$ cat config.mk
export PLATFORM = sky130hd
export DESIGN_NAME = flash_sr_ctrl
export DESIGN_NICKNAME = d
export VERILOG_FILES = /design/src/rtl/flash_sr_ctrl.sv
export SDC_FILE = /design/constraint.sdc
export NUM_CORES = 1
export LEC_CHECK = 0
export ABC_AREA = 1
export BUFFER_PORTS_ARGS = -buffer_cell sky130_fd_sc_hd__buf_2
export CORE_ASPECT_RATIO = 0.7
export CORE_UTILIZATION = 41
export CTS_CLUSTER_DIAMETER = 40
export DETAILED_ROUTE_END_ITERATION = 16
export HOLD_SLACK_MARGIN = 0.15
export PLACE_DENSITY_LB_ADDON = 0.05
export SLEW_MARGIN = 15
export SYNTH_ARGS = -nofsm -noshare
export SYNTH_HDL_FRONTEND = slang
export SYNTH_SLANG_ARGS = --single-unit
$ cat constraint.sdc
create_clock -name clk -period 1.1 [get_ports clk]
set_clock_uncertainty 0.15 [all_clocks]
set_input_delay 0.11 -clock clk [delete_from_list [all_inputs] [get_ports clk]]
set_output_delay 0.11 -clock clk [all_outputs]
set_load 0.05 [all_outputs]
$ cat src/rtl/flash_sr_ctrl.sv
module flash_sr_ctrl #(
  parameter int DW = 16,
  parameter int SW = 8,
  parameter int PAW = 2,
  parameter logic [DW-1:0] FILL = '1
) (
  input  logic           clk,
  input  logic           rst_n,
  input  logic           ce_n,
  input  logic           oe_n,
  input  logic           we_n,
  input  logic           adv_n,
  input  logic           burst_mode,
  input  logic [PAW-1:0] page_addr,
  input  logic [7:0]     cmd_in,
  input  logic [DW-1:0]  array_data,
  input  logic           eng_busy,
  input  logic           eng_erase_susp,
  input  logic           eng_prog_susp,
  input  logic [1:0]     eng_err_code,
  input  logic           eng_vpp_bad,
  input  logic           eng_lock_abort,
  input  logic           eng_buf_load,
  output logic [DW-1:0]  dq_out,
  output logic           dq_oe
);

  localparam logic [7:0] C_RD_STAT  = 8'h70;
  localparam logic [7:0] C_RD_ARRAY = 8'hFF;
  localparam logic [7:0] C_CLR_STAT = 8'h50;
  localparam logic [7:0] C_PROG_A   = 8'h40;
  localparam logic [7:0] C_PROG_B   = 8'h10;
  localparam logic [7:0] C_ERASE    = 8'h20;
  localparam logic [7:0] C_LOCK     = 8'h60;
  localparam logic [SW-1:0] SR_RESET = SW'(8'h80);
  localparam int HW = DW - SW;

  logic ce_q, oe_q, we_q, adv_q;
  logic stat_mode;
  logic [SW-1:0] snap;
  logic [PAW-1:0] pg_q;
  logic [1:0] err_code_q;
  logic vpp_q, lock_q;

  logic cmd_evt, clr_cmd, to_stat, to_array;
  logic strb_fall, ce_fall, adv_fall, cap_evt;
  logic [SW-1:0] live;

  assign cmd_evt  = ~we_q & we_n & ~ce_n;
  assign clr_cmd  = cmd_evt && cmd_in == C_CLR_STAT;
  assign to_array = cmd_evt && cmd_in == C_RD_ARRAY;
  assign to_stat  = cmd_evt && (cmd_in == C_RD_STAT || cmd_in == C_PROG_A ||
                    cmd_in == C_PROG_B || cmd_in == C_ERASE || cmd_in == C_LOCK);

  assign strb_fall = (ce_q & oe_q) & ~(ce_n & oe_n);
  assign ce_fall   = ce_q & ~ce_n;
  assign adv_fall  = adv_q & ~adv_n;
  assign cap_evt   = burst_mode ? (ce_fall | adv_fall) : strb_fall;

  assign live = SW'({~eng_busy, eng_erase_susp, err_code_q, vpp_q,
                     eng_prog_susp, lock_q, eng_buf_load});

  always_ff @(posedge clk or negedge rst_n) begin
    if (!rst_n) begin
      ce_q  <= 1'b1;
      oe_q  <= 1'b1;
      we_q  <= 1'b1;
      adv_q <= 1'b1;
    end else begin
      ce_q  <= ce_n;
      oe_q  <= oe_n;
      we_q  <= we_n;
      adv_q <= adv_n;
    end
  end

  always_ff @(posedge clk or negedge rst_n) begin
    if (!rst_n)        stat_mode <= 1'b0;
    else if (to_stat)  stat_mode <= 1'b1;
    else if (to_array) stat_mode <= 1'b0;
  end

  always_ff @(posedge clk or negedge rst_n) begin
    if (!rst_n) begin
      err_code_q <= 2'b00;
      vpp_q      <= 1'b0;
      lock_q     <= 1'b0;
    end else if (clr_cmd) begin
      err_code_q <= 2'b00;
      vpp_q      <= 1'b0;
      lock_q     <= 1'b0;
    end else begin
      if (err_code_q == 2'b00) err_code_q <= eng_err_code;
      vpp_q  <= vpp_q | eng_vpp_bad;
      lock_q <= lock_q | eng_lock_abort;
    end
  end

  always_ff @(posedge clk or negedge rst_n) begin
    if (!rst_n) begin
      snap <= SR_RESET;
      pg_q <= '0;
    end else if (cap_evt) begin
      snap <= live;
      pg_q <= page_addr;
    end
  end

  logic [DW-1:0] stat_word;
  assign stat_word = {{HW{1'b0}}, snap};
  assign dq_oe = ~ce_n & ~oe_n;

  always_comb begin
    dq_out = '0;
    if (dq_oe) begin
      if (!stat_mode)                         dq_out = array_data;
      else if (burst_mode || page_addr == pg_q) dq_out = stat_word;
      else                                    dq_out = FILL;
    end
  end

endmodule

==> impl_metrics.prom <==
# TYPE chip_impl_metric gauge
chip_impl_metric{name="synth.net_count",unit=""} 216
chip_impl_info{name="start_kind",value="flip-flop"} 1
chip_impl_metric{name="clkPwrFrac",unit=""} 0.218
chip_impl_metric{name="floorplan.initialDensity",unit=""} 0.433
chip_impl_metric{name="power.share.combinational",unit=""} 0.403
chip_impl_metric{name="holdWs",unit="ns"} -0.0517
chip_impl_metric{name="ant_nets",unit=""} 0
chip_impl_metric{name="crit_path_max_fanout",unit=""} 4
chip_impl_metric{name="worst_ep_arrival_time",unit="ns"} 1.48
chip_impl_metric{name="post-layout-total-power",unit="mW"} 2.20
chip_impl_metric{name="worst_slew_pin_slew",unit="ns"} 0.444
chip_impl_metric{name="grt_usage",unit=""} 0.248
chip_impl_metric{name="post-dp-hpwl",unit="mm"} 2.45
chip_impl_metric{name="drive_gt1_frac",unit=""} 0.526
chip_impl_metric{name="nets",unit=""} 310
chip_impl_metric{name="p_seq_frac",unit=""} 0.378
chip_impl_info{name="outcome",value="finished, violations left"} 1
chip_impl_metric{name="cts.sinks",unit=""} 19
chip_impl_metric{name="synth_area_in_compound_gates",unit=""} 0.144
chip_impl_info{name="violated_checks",value="negative hold slack, negative setup slack"} 1
chip_impl_metric{name="count_of_buffers_inserted_at_the_top_level_ports",unit=""} 57
chip_impl_metric{name="rows",unit=""} 16
chip_impl_metric{name="remaining_max_slew_budget_at_the_tightest_pin",unit=""} 0.704
chip_impl_metric{name="clock_tree.htree_level_count",unit=""} 1
chip_impl_metric{name="preCtsSetupSlack",unit="ns"} -0.420
chip_impl_metric{name="first_pass_grt_wire_length",unit="mm"} 5.66
chip_impl_metric{name="clk_pin_slew",unit="ns"} 0.07
chip_impl_metric{name="yosysUniqueCellTypes",unit=""} 24
chip_impl_metric{name="netlist_instances",unit=""} 175
chip_impl_metric{name="gr_ovfl_total",unit=""} 0
chip_impl_metric{name="synth-seq-area-share",unit=""} 0.397
chip_impl_info{name="tritoncts",value="done"} 1
chip_impl_metric{name="worst_skew_pair.late_latency",unit="ns"} 0.25
chip_impl_metric{name="sw_frac",unit=""} 0.359
chip_impl_metric{name="synthMuxAreaShare",unit=""} 0
chip_impl_metric{name="synth-simple-area-share",unit=""} 0.367
chip_impl_metric{name="yosysWarnings",unit=""} 0
chip_impl_info{name="yosys.area.top_type",value="sky130_fd_sc_hd__dfrtp_1"} 1
chip_impl_metric{name="min_period",unit="ns"} 1.74
chip_impl_metric{name="maximum_number_of_pins_on_one_net_before_global_route_repair",unit=""} 20
chip_impl_metric{name="fp.dieH",unit="µm"} 47.5
chip_impl_metric{name="clock_path_buffers",unit=""} 2
chip_impl_metric{name="floorplan.die.width",unit="µm"} 67.0
chip_impl_metric{name="detailroute.via_count",unit=""} 1483
chip_impl_metric{name="drt_iter0_drc",unit=""} 125
chip_impl_metric{name="irDropWorstVdd",unit="mV"} 0.762
chip_impl_info{name="synth_top_family_by_area",value="simple AND/OR/NAND/NOR gates"} 1
chip_impl_metric{name="share_of_the_cycle_needed_by_the_critical_path_after_routing",unit=""} 1.58
chip_impl_metric{name="stdcell_count",unit=""} 304
chip_impl_metric{name="fmax",unit="MHz"} 575
chip_impl_info{name="worst-setup-path-type",value="flip-flop to primary output"} 1
chip_impl_metric{name="regToRegSetupSlack",unit="ns"} -0.34
chip_impl_metric{name="cellInternalPower",unit="mW"} 1.41
chip_impl_metric{name="cp.required",unit="ns"} 0.84
chip_impl_metric{name="globalplace.congestion",unit=""} 0.784
chip_impl_info{name="grt_setup_unrepaired",value="yes"} 1
chip_impl_info{name="hold_path_class",value="input pin to flip-flop"} 1
chip_impl_metric{name="viasPerCell",unit=""} 4.88
chip_impl_metric{name="setup_viol",unit=""} 29
chip_impl_metric{name="die_area",unit="µm²"} 3190
chip_impl_metric{name="fp.coreArea",unit="µm²"} 2800
chip_impl_metric{name="post_syn_area_per_cell",unit="µm²"} 6.94
chip_impl_metric{name="area_delta_synth_final",unit="%"} 84.6
chip_impl_metric{name="adder_and_majority_gate_portion_of_the_synthesized_area",unit=""} 0
chip_impl_info{name="cell_types_with_the_largest_area_share_after_synthesis",value="sky130_fd_sc_hd__dfrtp_1 (29%), sky130_fd_sc_hd__nand2_1 (22%), sky130_fd_sc_hd__dfstp_2 (11%), sky130_fd_sc_hd__a21oi_2 (7.2%), sky130_fd_sc_hd__inv_1 (6.8%)"} 1
chip_impl_metric{name="placed_cells_incl_taps",unit=""} 282
chip_impl_metric{name="routed_wl",unit="mm"} 4.24
chip_impl_metric{name="timing.max_cap.violations",unit=""} 0
chip_impl_metric{name="synth.top_cell.area_share",unit=""} 0.289
chip_impl_metric{name="antenna_cells",unit=""} 0
chip_impl_metric{name="io_pins",unit=""} 58
chip_impl_metric{name="maxSlewViolCount",unit=""} 0
chip_impl_metric{name="cts_hold_buf",unit=""} 16
chip_impl_metric{name="drt-pass1-iter-count",unit=""} 4
chip_impl_metric{name="xor_and_xnor_fraction_of_the_mapped_netlist_area",unit=""} 0
chip_impl_metric{name="powerDensity",unit="nW/µm²"} 982
chip_impl_metric{name="timing.final.hold_violations",unit=""} 3
chip_impl_metric{name="mappedNetlistArea",unit="µm²"} 1210
chip_impl_metric{name="detail_routed_net_length_per_standard_cell",unit="µm"} 13.9
chip_impl_metric{name="leakage",unit="nW"} 1.14
chip_impl_info{name="ctsRootBufferMaster",value="sky130_fd_sc_hd__clkbuf_8"} 1
chip_impl_metric{name="number_of_antenna_violations_at_the_first_check_in_global_routing",unit=""} 0
chip_impl_metric{name="detail_route.drc_violations",unit=""} 0
chip_impl_metric{name="p_sw",unit="µW"} 790
chip_impl_metric{name="ys_ff_latch",unit=""} 19
chip_impl_metric{name="fin_setup_tns",unit="ns"} -12.86
chip_impl_metric{name="number_of_buffers_created_by_cts",unit=""} 3
chip_impl_metric{name="first_global_vias",unit=""} 1286
chip_impl_info{name="worst_setup_ep_type",value="primary output"} 1
chip_impl_metric{name="layout_setup_ws",unit="ns"} -0.639
cell type report:
cell class	count	area, µm²
inverters	24	95.1
repair buffers	90	696
flip-flops and latches	19	482
multi-input cells	131	878
fillers	194	562
clock buffers	4	45.0
well taps	36	45.0
metrics by stage:
step	area, µm²	utilization
2_1_floorplan	1350	-
3_3_place_gp	1800	0.642
3_5_place_dp	1800	0.642
4_1_cts	2190	0.780
5_1_grt	2240	0.800
6_report	2240	0.800
cell usage in the layout, fill, tap and decap left out:
cell type / count
sky130_fd_sc_hd__buf_6: 18
sky130_fd_sc_hd__o21ai_0: 3
sky130_fd_sc_hd__or2_1: 7
sky130_fd_sc_hd__clkbuf_8: 3
sky130_fd_sc_hd__dlygate4sd3_1: 12
sky130_fd_sc_hd__dfrtp_1: 14
sky130_fd_sc_hd__a21oi_4: 13
sky130_fd_sc_hd__nand3b_1: 2
sky130_fd_sc_hd__a21o_1: 1
sky130_fd_sc_hd__buf_4: 17
sky130_fd_sc_hd__nand3_1: 3
sky130_fd_sc_hd__nand2_1: 55
sky130_fd_sc_hd__nand3_2: 2
sky130_fd_sc_hd__inv_2: 2
sky130_fd_sc_hd__nor2_4: 2
sky130_fd_sc_hd__nand2_2: 12
sky130_fd_sc_hd__nand2_4: 7
sky130_fd_sc_hd__nor2_1: 7
sky130_fd_sc_hd__clkbuf_1: 1
sky130_fd_sc_hd__buf_12: 2
sky130_fd_sc_hd__dfstp_2: 5
sky130_fd_sc_hd__clkinv_4: 1
sky130_fd_sc_hd__nor3_4: 1
sky130_fd_sc_hd__or2_2: 3
sky130_fd_sc_hd__o21ai_2: 7
sky130_fd_sc_hd__a21oi_2: 3
sky130_fd_sc_hd__buf_2: 41
sky130_fd_sc_hd__inv_1: 21
sky130_fd_sc_hd__nand4_1: 1
sky130_fd_sc_hd__nor2_2: 2
routing by layer:
layer	GRT usage	up-vias	wire length [µm]
met5	0	-	0
met3	0.0524	8	217
met4	0.0468	0	74
met2	0.450	52	2140
li1	-	728	-
met1	0.313	695	1810
synth_stat cells:
| cell | count |
|---|---|
| sky130_fd_sc_hd__inv_1 | 22 |
| sky130_fd_sc_hd__o21ai_1 | 3 |
| sky130_fd_sc_hd__dfstp_2 | 5 |
| sky130_fd_sc_hd__nor2_1 | 9 |
| sky130_fd_sc_hd__nand2_2 | 1 |
| sky130_fd_sc_hd__nor2_4 | 1 |
| sky130_fd_sc_hd__a21oi_1 | 6 |
| sky130_fd_sc_hd__clkinv_1 | 1 |
| sky130_fd_sc_hd__buf_6 | 1 |
| sky130_fd_sc_hd__inv_2 | 1 |
| sky130_fd_sc_hd__nor2_2 | 1 |
| sky130_fd_sc_hd__or2_1 | 7 |
| sky130_fd_sc_hd__a21o_1 | 1 |
| sky130_fd_sc_hd__nor3_1 | 1 |
| sky130_fd_sc_hd__nand3b_1 | 2 |
| sky130_fd_sc_hd__nand3_1 | 5 |
| sky130_fd_sc_hd__buf_2 | 2 |
| sky130_fd_sc_hd__or2_2 | 3 |
| sky130_fd_sc_hd__o21ai_0 | 7 |
| sky130_fd_sc_hd__a21oi_2 | 10 |
| sky130_fd_sc_hd__nand4_1 | 1 |
| sky130_fd_sc_hd__nand2_1 | 70 |
| sky130_fd_sc_hd__dfrtp_1 | 14 |
| sky130_fd_sc_hd__nand2_4 | 1 |
worst paths after layout:
kind	start	cells past startpoint	to
setup / recovery	stat_mode	5	dq_out[7]
hold / removal	page_addr[1]	3	pg_q[1]
setup reg to reg	ce_q	6	pg_q[0]
hold reg to reg	vpp_q	2	snap[3]
max in group asynchronous	rst_n	2	adv_q
min in group asynchronous	rst_n	2	snap[6]
sequential cells by signal, indices dropped and copies added, names as in the netlist:
signal	cells
adv_q	1
ce_q	1
err_code_q	2
lock_q	1
oe_q	1
pg_q	2
snap	8
stat_mode	1
vpp_q	1
we_q	1
cell families after synthesis:
group / count (synthesis)
and+or+nand+nor: 102
AOI/OAI and AO/OA: 27
buffers and inverters: 27
DFF: 19
what timing repair did:
item                                    4_1_cts  5_1_grt
hold endpoints to repair                     34        4
cloned                                        1        1
setup buffers                                 1        4
resized for setup                            54       19
endpoints found under the setup margin       31       31
pin swaps                                     8       16
critical path, cell delays in order (launching register included):
cell and delay [ns]:
sky130_fd_sc_hd__dfrtp_1 0.43, sky130_fd_sc_hd__buf_4 0.16, sky130_fd_sc_hd__or2_1 0.24, sky130_fd_sc_hd__o21ai_0 0.13, sky130_fd_sc_hd__a21oi_2 0.11, sky130_fd_sc_hd__buf_6 0.16
power groups by stage:
stage               registers (mW)  clock network [mW]  logic [mW]
global placement             0.826                   0       0.658
finish                       0.832               0.481       0.887
floorplan                    0.820                   0       0.450
global route                 0.839               0.513       0.952
CTS                          0.825               0.488       0.818
detailed placement           0.828                   0       0.677
(Power assumes the default switching activity.)
